$ cat config.mk
export PLATFORM = sky130hd
export DESIGN_NAME = nvcmd_seq_detect
export DESIGN_NICKNAME = d
export VERILOG_FILES = /design/src/rtl/nvcmd_pkg.sv /design/src/rtl/nvcmd_step_match.sv /design/src/rtl/nvcmd_seq_fsm.sv /design/src/rtl/nvcmd_req_gen.sv /design/src/rtl/nvcmd_seq_detect.sv
export SDC_FILE = /design/constraint.sdc
export NUM_CORES = 1
export LEC_CHECK = 0
export ABC_CLOCK_PERIOD_IN_PS = 3600
export BUFFER_PORTS_ARGS = -buffer_cell sky130_fd_sc_hd__buf_4
export CORE_AREA = 2 2 39 41
export CTS_CLUSTER_DIAMETER = 30
export DETAILED_ROUTE_END_ITERATION = 10
export DIE_AREA = 0 0 41 43
export GPL_TIMING_DRIVEN = 1
export PLACE_DENSITY_LB_ADDON = 0.05
export SLEW_MARGIN = 20
export SYNTH_ARGS = -nofsm -noshare
export SYNTH_HDL_FRONTEND = slang
export SYNTH_SLANG_ARGS = --single-unit
$ cat constraint.sdc
create_clock -name clk -period 3.6 [get_ports clk]
set_clock_uncertainty 0.2 [all_clocks]
set_input_delay 0.36 -clock clk [delete_from_list [all_inputs] [get_ports clk]]
set_output_delay 0.36 -clock clk [all_outputs]
set_load 0.05 [all_outputs]
$ cat src/rtl/nvcmd_pkg.sv
package nvcmd_pkg;
  localparam int ADDR_W     = 11;
  localparam int PREFIX_LEN = 5;
  localparam int STEP_W     = $clog2(PREFIX_LEN + 1);

  localparam logic [ADDR_W-1:0] TAIL_STORE_ADDR  = 11'h70F;
  localparam logic [ADDR_W-1:0] TAIL_RECALL_ADDR = 11'h70E;
  localparam logic [ADDR_W-1:0] TAIL_TEST_ADDR   = 11'h39C;

  typedef enum logic [1:0] {
    TAIL_NONE   = 2'd0,
    TAIL_STORE  = 2'd1,
    TAIL_RECALL = 2'd2,
    TAIL_TEST   = 2'd3
  } tail_e;

  // Address expected at prefix step idx (0-based).
  function automatic logic [ADDR_W-1:0] prefix_addr(input int idx);
    case (idx)
      0:       return 11'h000;
      1:       return 11'h555;
      2:       return 11'h2AA;
      3:       return 11'h7FF;
      default: return 11'h0F0;
    endcase
  endfunction

  function automatic tail_e decode_tail(input logic [ADDR_W-1:0] a);
    if (a == TAIL_STORE_ADDR)       return TAIL_STORE;
    else if (a == TAIL_RECALL_ADDR) return TAIL_RECALL;
    else if (a == TAIL_TEST_ADDR)   return TAIL_TEST;
    else                            return TAIL_NONE;
  endfunction
endpackage

$ cat src/rtl/nvcmd_step_match.sv
module nvcmd_step_match
  import nvcmd_pkg::*;
#(
  parameter int AW     = ADDR_W,
  parameter int PLEN   = PREFIX_LEN,
  parameter int SW     = STEP_W
) (
  input  logic [SW-1:0] step,
  input  logic [AW-1:0] addr,
  output logic          prefix_hit,
  output logic          restart_hit,
  output tail_e         tail
);
  logic [PLEN-1:0] hit_vec;

  genvar gi;
  generate
    for (gi = 0; gi < PLEN; gi++) begin : g_cmp
      assign hit_vec[gi] = (addr == AW'(prefix_addr(gi)));
    end
  endgenerate

  always_comb begin
    prefix_hit = 1'b0;
    for (int i = 0; i < PLEN; i++) begin
      if (step == SW'(i)) prefix_hit = hit_vec[i];
    end
  end

  assign restart_hit = hit_vec[0];
  assign tail        = decode_tail(11'(addr));
endmodule

$ cat src/rtl/nvcmd_seq_fsm.sv
module nvcmd_seq_fsm
  import nvcmd_pkg::*;
#(
  parameter int PLEN = PREFIX_LEN,
  parameter int SW   = STEP_W
) (
  input  logic          clk,
  input  logic          rst_n,
  input  logic          take,
  input  logic          is_write,
  input  logic          prefix_hit,
  input  logic          restart_hit,
  input  tail_e         tail,
  output logic [SW-1:0] step,
  output logic          fire_store,
  output logic          fire_recall,
  output logic          evt_abort
);
  localparam logic [SW-1:0] LAST = SW'(PLEN);

  logic [SW-1:0] step_q, step_d;
  logic [SW-1:0] abort_step;

  assign abort_step = restart_hit ? SW'(1) : SW'(0);

  always_comb begin
    step_d      = step_q;
    fire_store  = 1'b0;
    fire_recall = 1'b0;
    evt_abort   = 1'b0;
    if (take) begin
      if (is_write) begin
        step_d    = '0;
        evt_abort = 1'b1;
      end else if (step_q == LAST) begin
        case (tail)
          TAIL_STORE:  begin step_d = '0; fire_store  = 1'b1; end
          TAIL_RECALL: begin step_d = '0; fire_recall = 1'b1; end
          TAIL_TEST:   step_d = '0;
          default:     begin step_d = abort_step; evt_abort = 1'b1; end
        endcase
      end else if (prefix_hit) begin
        step_d = step_q + SW'(1);
      end else begin
        step_d    = abort_step;
        evt_abort = 1'b1;
      end
    end
  end

  always_ff @(posedge clk) begin
    if (!rst_n) step_q <= '0;
    else        step_q <= step_d;
  end

  assign step = step_q;
endmodule

$ cat src/rtl/nvcmd_req_gen.sv
module nvcmd_req_gen (
  input  logic clk,
  input  logic rst_n,
  input  logic fire_store,
  input  logic fire_recall,
  input  logic low_vdd,
  output logic store_req,
  output logic recall_req
);
  logic store_d;
  assign store_d = fire_store & ~low_vdd;

  always_ff @(posedge clk) begin
    if (!rst_n) begin
      store_req  <= 1'b0;
      recall_req <= 1'b0;
    end else begin
      store_req  <= store_d;
      recall_req <= fire_recall;
    end
  end
endmodule

$ cat src/rtl/nvcmd_seq_detect.sv
module nvcmd_seq_detect
  import nvcmd_pkg::*;
#(
  parameter int AW   = ADDR_W,
  parameter int PLEN = PREFIX_LEN,
  localparam int SW  = $clog2(PLEN + 1)
) (
  input  logic          clk,
  input  logic          rst_n,
  input  logic          acc_stb,
  input  logic [AW-1:0] acc_addr,
  input  logic          acc_write,
  input  logic          low_vdd,
  input  logic          nv_busy,
  output logic          store_req,
  output logic          recall_req
);
  logic          acc_take;
  logic          prefix_hit;
  logic          restart_hit;
  tail_e         tail;
  logic [SW-1:0] step_q;
  logic          fire_store;
  logic          fire_recall;
  logic          evt_abort;

  assign acc_take = acc_stb & ~nv_busy;

  nvcmd_step_match #(.AW(AW), .PLEN(PLEN), .SW(SW)) i_match (
    .step        (step_q),
    .addr        (acc_addr),
    .prefix_hit  (prefix_hit),
    .restart_hit (restart_hit),
    .tail        (tail)
  );

  nvcmd_seq_fsm #(.PLEN(PLEN), .SW(SW)) i_fsm (
    .clk         (clk),
    .rst_n       (rst_n),
    .take        (acc_take),
    .is_write    (acc_write),
    .prefix_hit  (prefix_hit),
    .restart_hit (restart_hit),
    .tail        (tail),
    .step        (step_q),
    .fire_store  (fire_store),
    .fire_recall (fire_recall),
    .evt_abort   (evt_abort)
  );

  nvcmd_req_gen i_req (
    .clk         (clk),
    .rst_n       (rst_n),
    .fire_store  (fire_store),
    .fire_recall (fire_recall),
    .low_vdd     (low_vdd),
    .store_req   (store_req),
    .recall_req  (recall_req)
  );
endmodule

; Word-level counts from Yosys, hierarchy flattened
; Cells that the tools add are included.
[word_totals]
elab_cells = 48
reg_bits = 5
output_inout_bits = 2
[classes]
n_bitwise = 7
n_addsub = 1
mux = 18
reduce_logical = 4
n_eq_ne = 15
[op_table]
columns = op, count
row1 = $eq 11x11->1 const B, 4
row2 = $eq 11x10->1 const B, 2
row3 = $mux 3, 4
row4 = $eq 11x8->1 const B, 1
row5 = $logic_not 11->1, 1
row6 = $mux 1, 11
row7 = $eq 3x2->1 const B, 2
row8 = $eq 3x3->1 const B, 2
row9 = $mux 2, 3
row10 = $not 1->1, 5
row11 = $eq 2x2->1 const B, 2
row12 = $reduce_or 4->1, 1
row13 = $add 3x1->3 const B, 1
row14 = $eq 3x1->1 const B, 1
row15 = $logic_not 3->1, 1
row16 = $reduce_or 3->1, 1
row17 = $and 1x1->1, 2
row18 = $eq 2x1->1 const B, 1

; Longest topological paths before layout
; Gate-level depths: netlist (run 1).
[depth]
depth_word = 10
depth_mapped = 7
depth_no_buf = 7

; Cells and area by module
; From an unflattened synthesis (run 1), not the netlist that was laid out.
[hier_totals]
hier_cells = 63
area_unflattened_um2 = 536.8
[modules_own_cells]
columns = mod, area_per_inst_um2, seq_area_each_um2, cells_each, n_inst
row1 = nvcmd_seq_fsm, 251.5, 60.1, 29, 1
row2 = nvcmd_step_match, 216.5, 0.0, 29, 1
row3 = nvcmd_req_gen, 55.1, 40.0, 4, 1
row4 = nvcmd_seq_detect, 13.8, 0.0, 1, 1

; Least setup slack after synthesis (run 1)
; OpenSTA, ideal clock, no wires.
[synth_path]
kind = register -> register
from = register i_fsm.step_q[1] (netlist: i_fsm.step[1])
to = register i_fsm.step_q[0] (netlist: i_fsm.step[0])
path_slack_ps = 1927
required_ps = 3279
path_stages_with_launch = 8
arrival_ps = 1352
path_buffers = 0
cell_sequence = dfxtp_1 inv_1 ha_1 and4_1 a41oi_1 a211oi_2 nor2_1 o21ai_1
[synth_via]
elab_chain_len = 9
elab_cells_between_ends = 14
classes_between = eq/ne: 5 / mux: 8 / reduce/logical: 1
[synth_lines]
columns = element, line
row1 = "start, declared", nvcmd_seq_fsm.sv:21  ; logic [SW-1:0] step_q, step_d;
row2 = "start signal, assigned", nvcmd_seq_fsm.sv:53  ; else step_q <= step_d;
row3 = $logic_not 3->1, nvcmd_step_match.sv:26  ; if (step == SW'(i)) prefix_hit = hit_vec[i];
row4 = $mux 1 (5 in a row), nvcmd_step_match.sv:26
row5 = $mux 3, nvcmd_seq_fsm.sv:42  ; end else if (prefix_hit) begin
row6 = $mux 3 *, nvcmd_seq_fsm.sv:35  ; end else if (step_q == LAST) begin
row7 = $mux 3 *, nvcmd_seq_fsm.sv:32  ; if (is_write) begin
; Every way passes the cells marked *; elsewhere a longest branch is shown, timed or not.
; A chain may end at the register's enable or synchronous reset.

; Worst setup path after layout (run 1)
; Same ends and word-level chain as after synthesis.

==> summary.md, run 1 <==
| Metric | Value |
|---|---|
| CP Launch Type | flip-flop |
| RePlAce Congestion | slightly above 0.7 |
| Synth area leaders | dfxtp_1 (22%), ha_1 (14%), nand4_1 (5.5%) |
| PortBufs | 18 |
| Routed wire per std cell | 11.4 um |
| CTS clk-pin slew, worst paths | roughly 40 ps |
| Horiz. Die Dim | about 41 um |
| Synthesized instance count | between 50 and 60 |
| Mapped Nets | 75 |
| Tot Pwr | between 0.1 and 0.15 mW |
| Routed wire length | between 1000 and 1500 um |
| Antenna-violating nets left | 0 |
| Starting Density | roughly 33% |
| Root Driver | clkbuf_4 |
| Share of layout cells above drive strength 1 | 36.0% |
| Critical Path AT | 1760 ps |
| Synthesized area | between 400 and 500 sq um |
| P_sw | around 0.034 mW |
| RSZ-0062 raised after global routing | no |
| Critical path peak fanout | 4 |
| Synth unique cells | 29 |
| Worst Min Path Start | low_vdd |
| CTS Buf Count | 3 |
| Worst-skew pair later-pin latency | 240 ps |
| Pleak | between 0.2 and 0.3 nW |
| Final worst path period share | roughly half |
| Post-CTS Setup Inserts | 0 |
| Gr usage total | approximately 15% |
| Pre-CTS setup slack | 1760 ps |
| Vias | approximately 460 |
| Worst hold margin | 74.1 ps |
| CP Launch Point | i_fsm.step[1] |
| Post-CTS Hold Buffers | 0 |
| Vias/cell | 5.04 |
| Sw frac | 23.1% |
| Initial drt markers | 11 |
| Clock sink count | 5 |
| Worst relative slew slack | between 70% and 80% |
| Min cycle time layout | 1830 ps |
| Internal power | between 0.1 and 0.15 mW |
| Status | finished clean |
| Final setup fails | 0 |
| Reg2Reg Setup Slack | approximately 1800 ps |
| Maximum VDD drop | 185 uV |
| Register bit total from synthesis | 5 |
| Via count of the first global-routing pass | ~440 |
| Setup TNS | 0 ps |
| Final setup margin | about 1800 ps |
| Row cnt | 14 |
| Global-route wire length before repair | between 1500 and 2000 um |
| Slew Limit Fails | 0 |
| YS warnings | 0 |
| Synth area leader | dfxtp_1 |
| Clock power share | 44.9% |
| Antenna violations before repair | 0 |
| Upper clock frequency limit | 545 MHz |
| PostCTS Resize Cnt | 0 |
| Maximum number of pins on one net before global-route repair | 7 |
| Worst path required time | 3520 ps |
| Worst-Margin Slew | between 300 and 400 ps |
| Logic pwr share | 17.0% |
| CTS tree | built |
| Area Growth Syn to Fin | 40.1% |
| HP Class | in -> reg |
| Fillcell total | approximately 150 |
| H-tree levels | 1 |
| Fin nets | 98 |
| DP Wirelength | between 800 and 900 um |
| Post-synth top area share | 22.1% |
| Max cap viols | 0 |
| PD cells | around 230 nW/um^2 |
| Seq pwr share | a little under two fifths |
| Deepest clock path buffer count | 2 |
| Fin. Hold Viols | 0 |
| Ant. Diodes | 0 |
| CORE AREA | 1380 sq um |
| Drc violations | 0 |
| Worst setup path class | reg -> reg |
| Total die area | approximately 1800 sq um |
| Avg Synthesized Cell Area | around 8.5 sq um |
| Die Ht | approximately 43 um |
| Drt first pass iters | 4 |
| Total grt overflow | 0 |
| Top-Level Pins | 19 |
| RR Startpoint | i_fsm.step[1] |
| Worst setup EP type | flip-flop |
| Sequential-to-total area share from yosys stat | between 20% and 30% |
[per-layer routing]
layer / global-route usage [%] / part of all wire, %
met5: 0 / 0
met4: 6.00 / 0
met3: 4.71 / 9.7
met2: 23.1 / 50
met1: 17.2 / 41
[sequential cells by signal, indices dropped and copies added, names as in the netlist]
name	flops
i_req.recall_req	1
i_fsm.step	3
i_req.store_req	1
[stage by stage]
| stage | area [sq um] | util (%) | std cells |
|---|---|---|---|
| 2_1_floorplan | 453 | - | 53 |
| 3_3_place_gp | 608 | 43.9 | 87 |
| 3_5_place_dp | 608 | 43.9 | 87 |
| 4_1_cts | 634 | 45.8 | 91 |
| 5_1_grt | 634 | 45.8 | 91 |
| 6_report | 634 | 45.8 | 91 |
[final cells by class]
type                       instances  area [sq um]  share of cell area [%]
timing repair buffer              18           135                    21.3
inverter                           5          18.8                    2.96
tap                               16          20.0                    3.16
sequential                         5           100                    15.8
multi-input combinational         43           334                    52.7
clock buffer                       4          26.3                    4.14
[path summary, 6_finish.rpt]
check,end,depth (start not counted)
setup / recovery,i_fsm.step[0],7
hold / removal,i_req.store_req,2
setup reg to reg,i_fsm.step[0],7
hold reg to reg,i_fsm.step[1],2
[cell usage in the layout, fill, tap and decap left out, drive strengths merged]
cell type   n
nor3        1
and3        2
clkbuf      4
nand3       1
nor4        2
nand2       4
nor4bb      1
a41oi       1
nand2b      1
and4        1
buf        18
a21oi       1
nor3b       1
a2bb2oi     1
a21boi      1
a31oi       1
inv         5
ha          5
dfxtp       5
and4bb      1
a211oi      1
or2         1
and2        3
o21ai       4
nor2b       1
nor2        3
nand4       5
[Yosys cell counts]
cell type	n
a211oi_2	1
a21boi_0	1
a21oi_1	1
a2bb2oi_1	1
a31oi_1	1
a41oi_1	1
and2_1	2
and2_2	1
and3_1	2
and4_1	1
and4bb_1	1
dfxtp_1	5
ha_1	5
inv_1	5
nand2_1	4
nand2b_1	1
nand3_1	1
nand4_1	4
nand4_2	1
nor2_1	3
nor2b_1	1
nor3_2	1
nor3b_1	1
nor4_2	1
nor4_4	1
nor4bb_1	1
o21ai_0	1
o21ai_1	3
or2_1	1
[logic make-up after synthesis]
kind of cell    synth area share, %
fa+ha+maj                      13.8
buf+inv                        4.14
compound gates                 15.2
simple gates                   44.8
flops                          22.1
[power by group through the flow]
stage / logic, mW / clock network (mW) / registers, mW
final: 0.0247 / 0.0653 / 0.0556
after global routing: 0.0272 / 0.0731 / 0.0554
after CTS: 0.0251 / 0.0679 / 0.0555
after detailed placement: 0.0249 / 0 / 0.0566
after global placement: 0.0251 / 0 / 0.0566
after floorplan: 0.00585 / 0 / 0.0566
[worst max-delay path, cell delays in order (launching register included)]
cell and delay (ps):
dfxtp_1 360, inv_1 70, ha_1 210, and4_1 210
a41oi_1 240, a211oi_2 110, nor2_1 210, o21ai_1 100
(Power assumes the default switching activity.)
==> inputs of run 2 (changes only) <==
--- a/config.mk
+++ b/config.mk
@@ -5,7 +5,7 @@
 export SDC_FILE = /design/constraint.sdc
 export NUM_CORES = 1
 export LEC_CHECK = 0
-export ABC_CLOCK_PERIOD_IN_PS = 3600
+export ABC_CLOCK_PERIOD_IN_PS = 1500
 export BUFFER_PORTS_ARGS = -buffer_cell sky130_fd_sc_hd__buf_4
 export CORE_AREA = 2 2 39 41
 export CTS_CLUSTER_DIAMETER = 30
==> constraint.sdc (replaced) <==
create_clock -name clk -period 1.5 [get_ports clk]
set_clock_uncertainty 0.2 [all_clocks]
set_input_delay 0.15 -clock clk [delete_from_list [all_inputs] [get_ports clk]]
set_output_delay 0.15 -clock clk [all_outputs]
set_load 0.05 [all_outputs]
==> summary.md, run 2 (synthesis results as in run 1) <==
| Metric | Value |
|---|---|
| DP Wirelength | 974 um (+11%) |
| Row cnt | 14 (unchanged) |
| Slew Limit Fails | 0 (unchanged) |
| CTS Buf Count | 3 (unchanged) |
| Finished Core Util | 56.5% (+11 points) |
| Critical path peak fanout | 4 (unchanged) |
| Final setup margin | -208 ps (-1970 ps) |
| Hold depth | 3 (+1) |
| Max cap viols | 0 (unchanged) |
| CORE AREA | 1380 sq um (unchanged) |
| RR Startpoint | i_fsm.step[0] |
| Delay-heaviest family, CP | compound AO/OA/AOI/OAI gates |
| Critical path's slowest cell | dfxtp_4 |
| HP Class | in -> reg |
| Initial drt markers | 4 (-7) |
| Max reg flops | 3 (unchanged) |
| Maximum number of pins on one net before global-route repair | 6 (-1) |
| Area Growth Syn to Fin | 72.7% |
| H-tree levels | 1 (unchanged) |
| Drt first pass iters | 4 (unchanged) |
| Gr usage total | 16.1% (+1.5 points) |
| Critical Path AT | 1620 ps (-140 ps) |
| Upper clock frequency limit | 586 MHz (+7.3%) |
| Die Ht | 43 um (unchanged) |
| Max stage delay on crit path | 370 ps (about the same) |
| CTS clk-pin slew, worst paths | 40 ps (about the same) |
| Antenna violations before repair | 0 (unchanged) |
| Drc violations | 0 (unchanged) |
| Crit path buffers/inverters | 0 (-1) |
| Vias/cell | 5.13 (+1.7%) |
| Setup TNS | -498 ps (-498 ps) |
| Top-Level Pins | 19 (unchanged) |
| Global-route wire length before repair | 1850 um (+6.0%) |
| FF-to-FF End | i_fsm.step[0] |
| Pleak | 0.320 nW (+23%) |
| Worst-skew pair later-pin latency | 240 ps (about the same) |
| Most frequent cells in the layout | buf_4 (26), nand4_1 (4), nand2_1 (4), ha_4 (4) |
| Post-CTS Setup Inserts | 0 (unchanged) |
| Total die area | 1760 sq um (unchanged) |
| RePlAce Congestion | 0.782 (+9.2%) |
| Post-route cell area | 782 sq um (+23%) |
| Via count of the first global-routing pass | 480 (+9.8%) |
| Min cycle time layout | 1710 ps (-125 ps) |
| Worst Min Path Start | acc_addr[0] |
| Total grt overflow | 0 (unchanged) |
| CP Cell Sequence | ha_4 -> ha_4 -> or2_1 -> a211oi_2 -> a2bb2oi_1 -> o21ai_1 |
| Deepest clock path buffer count | 2 (unchanged) |
| Reg2Reg Setup Slack | -210 ps (-1970 ps) |
| RSZ-0062 raised after global routing | yes |
| PortBufs | 18 (unchanged) |
| R2R cell count | 6 (-1) |
| Worst setup EP type | flip-flop |
| Root Driver | clkbuf_4 |
| Routed wire length | 1190 um (+14%) |
| Final worst path period share | 114% (+63 points) |
| Antenna-violating nets left | 0 (unchanged) |
| Worst-Margin Slew | 400 ps (+29.1 ps) |
| Share of layout cells above drive strength 1 | 53.6% (+18 points) |
| Final cell count without fillers | 100 (+9.9%) |
| Pre-CTS setup slack | -214 ps (-1980 ps) |
| CTS tree | built |
| Routed wire per std cell | 11.9 um (+3.7%) |
| WP depth | 6 (-1) |
| PD cells | 448 nW/um^2 (+95%) |
| Crit path top cell by count | ha_4 |
| Ant. Diodes | 0 (unchanged) |
| Worst relative slew slack | 73.1% (-2.0 points) |
| Fin. Hold Viols | 0 (unchanged) |
| Starting Density | 32.7% (unchanged) |
| Horiz. Die Dim | 41 um (unchanged) |
| Status | finished with violations |
| Vias | 513 (+12%) |
| Clock sink count | 5 (unchanged) |
| Dpl cells | 95 (+9.2%) |
| CP Launch Type | flip-flop |
| WHS Endpoint | i_req.recall_req |
| Worst path required time | 1420 ps (-2100 ps) |
| Commonest non-fill, non-tap cell in the layout | buf_4 |
| Fin nets | 107 (+9.2%) |
| Maximum VDD drop | 486 uV (+160%) |
| Failing checks | setup timing |
| Worst setup path class | reg -> reg |
| Placed standard-cell area | 726 sq um (+19%) |
| Final setup fails | 3 (+3) |
run 2: cell count changes in the layout (fill, tap and decap cells not counted), sizes merged:
cell	previous run	this run
buf	18	26
dlygate4sd3	0	1
run 2: per-layer routing:
layer | track usage (%) | up-vias | wire [um]
met3 | 6.28 | 2 | 99
met1 | 16.4 | 234 | 455
met5 | 0 | - | 0
met2 | 26.6 | 19 | 622
met4 | 8.00 | 0 | 8
li1 | - | 258 | -
run 2: worst register-to-register path, delay by kind of cell, from the launching register on:
kind,cells,cell delay (ps)
AOI/OAI and AO/OA,3,480
adders and majority gates,2,310
DFF,1,370
and+or+nand+nor,1,220
run 2: timing repair:
action | in CTS | in global routing
endpoints found under the hold margin | 1 | 0
hold buffers | 1 | 0
setup endpoints to repair | 3 | 3
pin swaps | 4 | 3
gates resized for setup | 2 | 4
run 2: power by group:
part | switching, mW | leakage [nW] | internal [mW]
Sequential | 0.0000110 | 0.0419 | 0.130
Combinational | 0.0275 | 0.263 | 0.0425
Clock | 0.0503 | 0.0150 | 0.100
run 2: layout make-up:
| cell class | count | area (sq um) |
|---|---|---|
| clock buffers | 4 | 26.3 |
| fillers | 145 | 602 |
| inverters | 5 | 23.8 |
| multi-input cells | 43 | 399 |
| flip-flops and latches | 5 | 108 |
| well taps | 16 | 20.0 |
| repair buffers | 27 | 205 |
run 2: metrics by stage:
stage,hold slack (ps),total power [mW]
floorplan,22.4,0.149
global placement,113,0.202
detailed placement,117,0.202
CTS,0.233,0.357
global route,11.0,0.377
finish,6.47,0.350
run 2: worst max path at each step:
| stage | to | start | slack (ps) |
|---|---|---|---|
| 3_3_place_gp | i_fsm.step[0] | i_fsm.step[1] | -180 |
| 4_1_cts | i_fsm.step[0] | i_fsm.step[1] | -210 |
| 6_report | i_fsm.step[0] | i_fsm.step[0] | -210 |
| 3_5_place_dp | i_fsm.step[0] | i_fsm.step[0] | -210 |
| 2_1_floorplan | i_fsm.step[0] | i_fsm.step[1] | -110 |
| 5_1_grt | i_fsm.step[0] | i_fsm.step[0] | -300 |
==> inputs of run 3 (changes only) <==
--- a/config.mk
+++ b/config.mk
@@ -8,7 +8,7 @@
 export ABC_CLOCK_PERIOD_IN_PS = 1500
 export BUFFER_PORTS_ARGS = -buffer_cell sky130_fd_sc_hd__buf_4
 export CORE_AREA = 2 2 39 41
-export CTS_CLUSTER_DIAMETER = 30
+export CTS_BUF_LIST = sky130_fd_sc_hd__clkbuf_4 sky130_fd_sc_hd__clkbuf_8
 export DETAILED_ROUTE_END_ITERATION = 10
 export DIE_AREA = 0 0 41 43
 export GPL_TIMING_DRIVEN = 1
==> summary.md, run 3 (synthesis results as in run 1) <==
| Metric | Value |
|---|---|
| Status | finished with violations |
| Failing checks | setup timing |
| Share of layout cells above drive strength 1 | 54.1% (+0.55 points) |
| Vias | 515 (+0.39%) |
| RePlAce Congestion | 0.782 (unchanged) |
| CORE AREA | 1380 sq um (unchanged) |
| P_sw | 0.0782 mW (+0.54%) |
| Crit path top cell by count | ha_4 |
| Final setup fails | 3 (unchanged) |
| Max reg flops | 3 (unchanged) |
| Clock sink count | 5 (unchanged) |
| Horiz. Die Dim | 41 um (unchanged) |
| Drt first pass iters | 4 (unchanged) |
| Routed wire per std cell | 11.8 um (-0.66%) |
| Via count of the first global-routing pass | 480 (unchanged) |
| Finished Core Util | 57.5% (+0.99 points) |
| Final worst path period share | 114% (about the same) |
| CTS clk-pin slew, worst paths | 40 ps (about the same) |
| Vias/cell | 5.10 (-0.60%) |
| Antenna violations before repair | 0 (unchanged) |
| Fillcell total | 142 (-2.1%) |
| Worst setup EP type | flip-flop |
| Starting Density | 32.7% (unchanged) |
| Maximum VDD drop | 488 uV (+0.40%) |
| FF/Latch Area | 108 sq um (unchanged) |
| Antenna-violating nets left | 0 (unchanged) |
| Slew Limit Fails | 0 (unchanged) |
| Final setup margin | -208 ps (+0.0170 ps) |
| Root Driver | clkbuf_4 |
| CTS Buf Count | 3 (unchanged) |
| Top-Level Pins | 19 (unchanged) |
| Delay-heaviest family, CP | compound AO/OA/AOI/OAI gates |
| Crit path buffers/inverters | 0 (unchanged) |
| Post-CTS Setup Inserts | 0 (unchanged) |
| CP Cell Sequence | ha_4 -> ha_4 -> or2_1 -> a211oi_2 -> a2bb2oi_1 -> o21ai_1 |
| Global-route wire length before repair | 1850 um (unchanged) |
| Initial drt markers | 4 (unchanged) |
| Fin. Hold Viols | 0 (unchanged) |
| Critical path's slowest cell | dfxtp_4 |
| Worst-Margin Slew | 400 ps (unchanged) |
| Logic pwr share | 19.4% (-0.6 points) |
| Die Ht | 43 um (unchanged) |
| Area Growth Syn to Fin | 75.7% |
| Deepest clock path buffer count | 2 (unchanged) |
| Worst hold margin | 101 ps (+94.3 ps) |
| Fin nets | 108 (+0.93%) |
| Max stage delay on crit path | 370 ps (about the same) |
| CTS tree | built |
| Sw frac | 21.1% (-1.1 points) |
| Upper clock frequency limit | 586 MHz (about the same) |
| Routed wire length | 1190 um (+0.34%) |
| Ant. Diodes | 0 (unchanged) |
| Drc violations | 0 (unchanged) |
| Row cnt | 14 (unchanged) |
| PortBufs | 18 (unchanged) |
| Commonest non-fill, non-tap cell in the layout | buf_4 |
| DP Wirelength | 974 um (unchanged) |
| Min cycle time layout | 1710 ps (-0.0170 ps) |
| Critical path peak fanout | 4 (unchanged) |
| Maximum number of pins on one net before global-route repair | 6 (unchanged) |
| Most frequent cells in the layout | buf_4 (26), nand4_1 (4), nand2_1 (4), ha_4 (4), clkbuf_4 (4) |
| Worst path required time | 1420 ps (about the same) |
| PD cells | 466 nW/um^2 (+3.9%) |
| Pleak | 0.328 nW (+2.4%) |
| Total grt overflow | 0 (unchanged) |
| Worst relative slew slack | 73.1% (unchanged) |
| Pre-CTS setup slack | -214 ps (unchanged) |
| Gr usage total | 16.1% (unchanged) |
| H-tree levels | 1 (unchanged) |
| CP Launch Type | flip-flop |
| Multi-input gate area | 399 sq um (unchanged) |
| Clock power share | 45.5% (+2.5 points) |
| Internal power | 0.292 mW (+7.2%) |
| Seq pwr share | 35.0% (-2.1 points) |
| Max cap viols | 0 (unchanged) |
| Worst-skew pair later-pin latency | 240 ps (about the same) |
| Critical Path AT | 1620 ps (about the same) |
| Worst setup path class | reg -> reg |
| Total die area | 1760 sq um (unchanged) |
| RSZ-0062 raised after global routing | yes |
| HP Class | in -> reg |
[run 3: tightest hold or removal path: cells and delay by family]
| family | cells | cell delay (ps) |
|---|---|---|
| compound gates | 2 | 190 |
| buf+inv | 1 | 80 |
| simple gates | 1 | 80 |
[run 3: path summary, 6_finish.rpt]
check	depth (start not counted)	startpoint	slack, ps	endpoint
max	6	i_fsm.step[0]	-210	i_fsm.step[0]
min	4	acc_stb	100	i_fsm.step[1]
max reg2reg	6	i_fsm.step[0]	-210	i_fsm.step[0]
min reg2reg	2	i_fsm.step[0]	380	i_fsm.step[0]
[run 3: power by group through the flow]
| stage | sequential, mW | combinational, mW | clock [mW] |
|---|---|---|---|
| floorplan | 0.134 | 0.0147 | 0 |
| global placement | 0.134 | 0.0676 | 0 |
| detailed placement | 0.134 | 0.0681 | 0 |
| CTS | 0.130 | 0.0726 | 0.175 |
| global route | 0.130 | 0.0782 | 0.189 |
| finish | 0.130 | 0.0719 | 0.169 |
[run 3: per-stage QoR]
stage	cells	instance area (sq um)	TNS, ps	power, mW
after CTS	101	781	-519	0.378
after floorplan	53	510	-196	0.149
after detailed placement	95	726	-546	0.202
after global placement	95	726	-524	0.202
final	101	796	-498	0.371
after global routing	101	796	-805	0.397
[run 3: per-layer routing]
metal	GRT usage (%)	part of all wire [%]	vias up
met3	6.28	8.3	2
met4	8.00	0.67	0
li1	-	-	260
met1	16.4	39	234
met2	26.6	52	19
met5	0	0	-
[run 3: timing repair]
action,4_1_cts,5_1_grt
hold buffers,2,0
pin swaps,4,3
hold endpoints to repair,2,0
resized for setup,2,4
setup endpoints to repair,3,3
[run 3: layout make-up]
cell class,count,share of cell area (%)
Sequential cell,5,13.5
Clock buffer,4,3.77
Inverter,5,2.99
Multi-Input combinational cell,43,50.2
Tap cell,16,2.52
Timing Repair Buffer,28,27.0
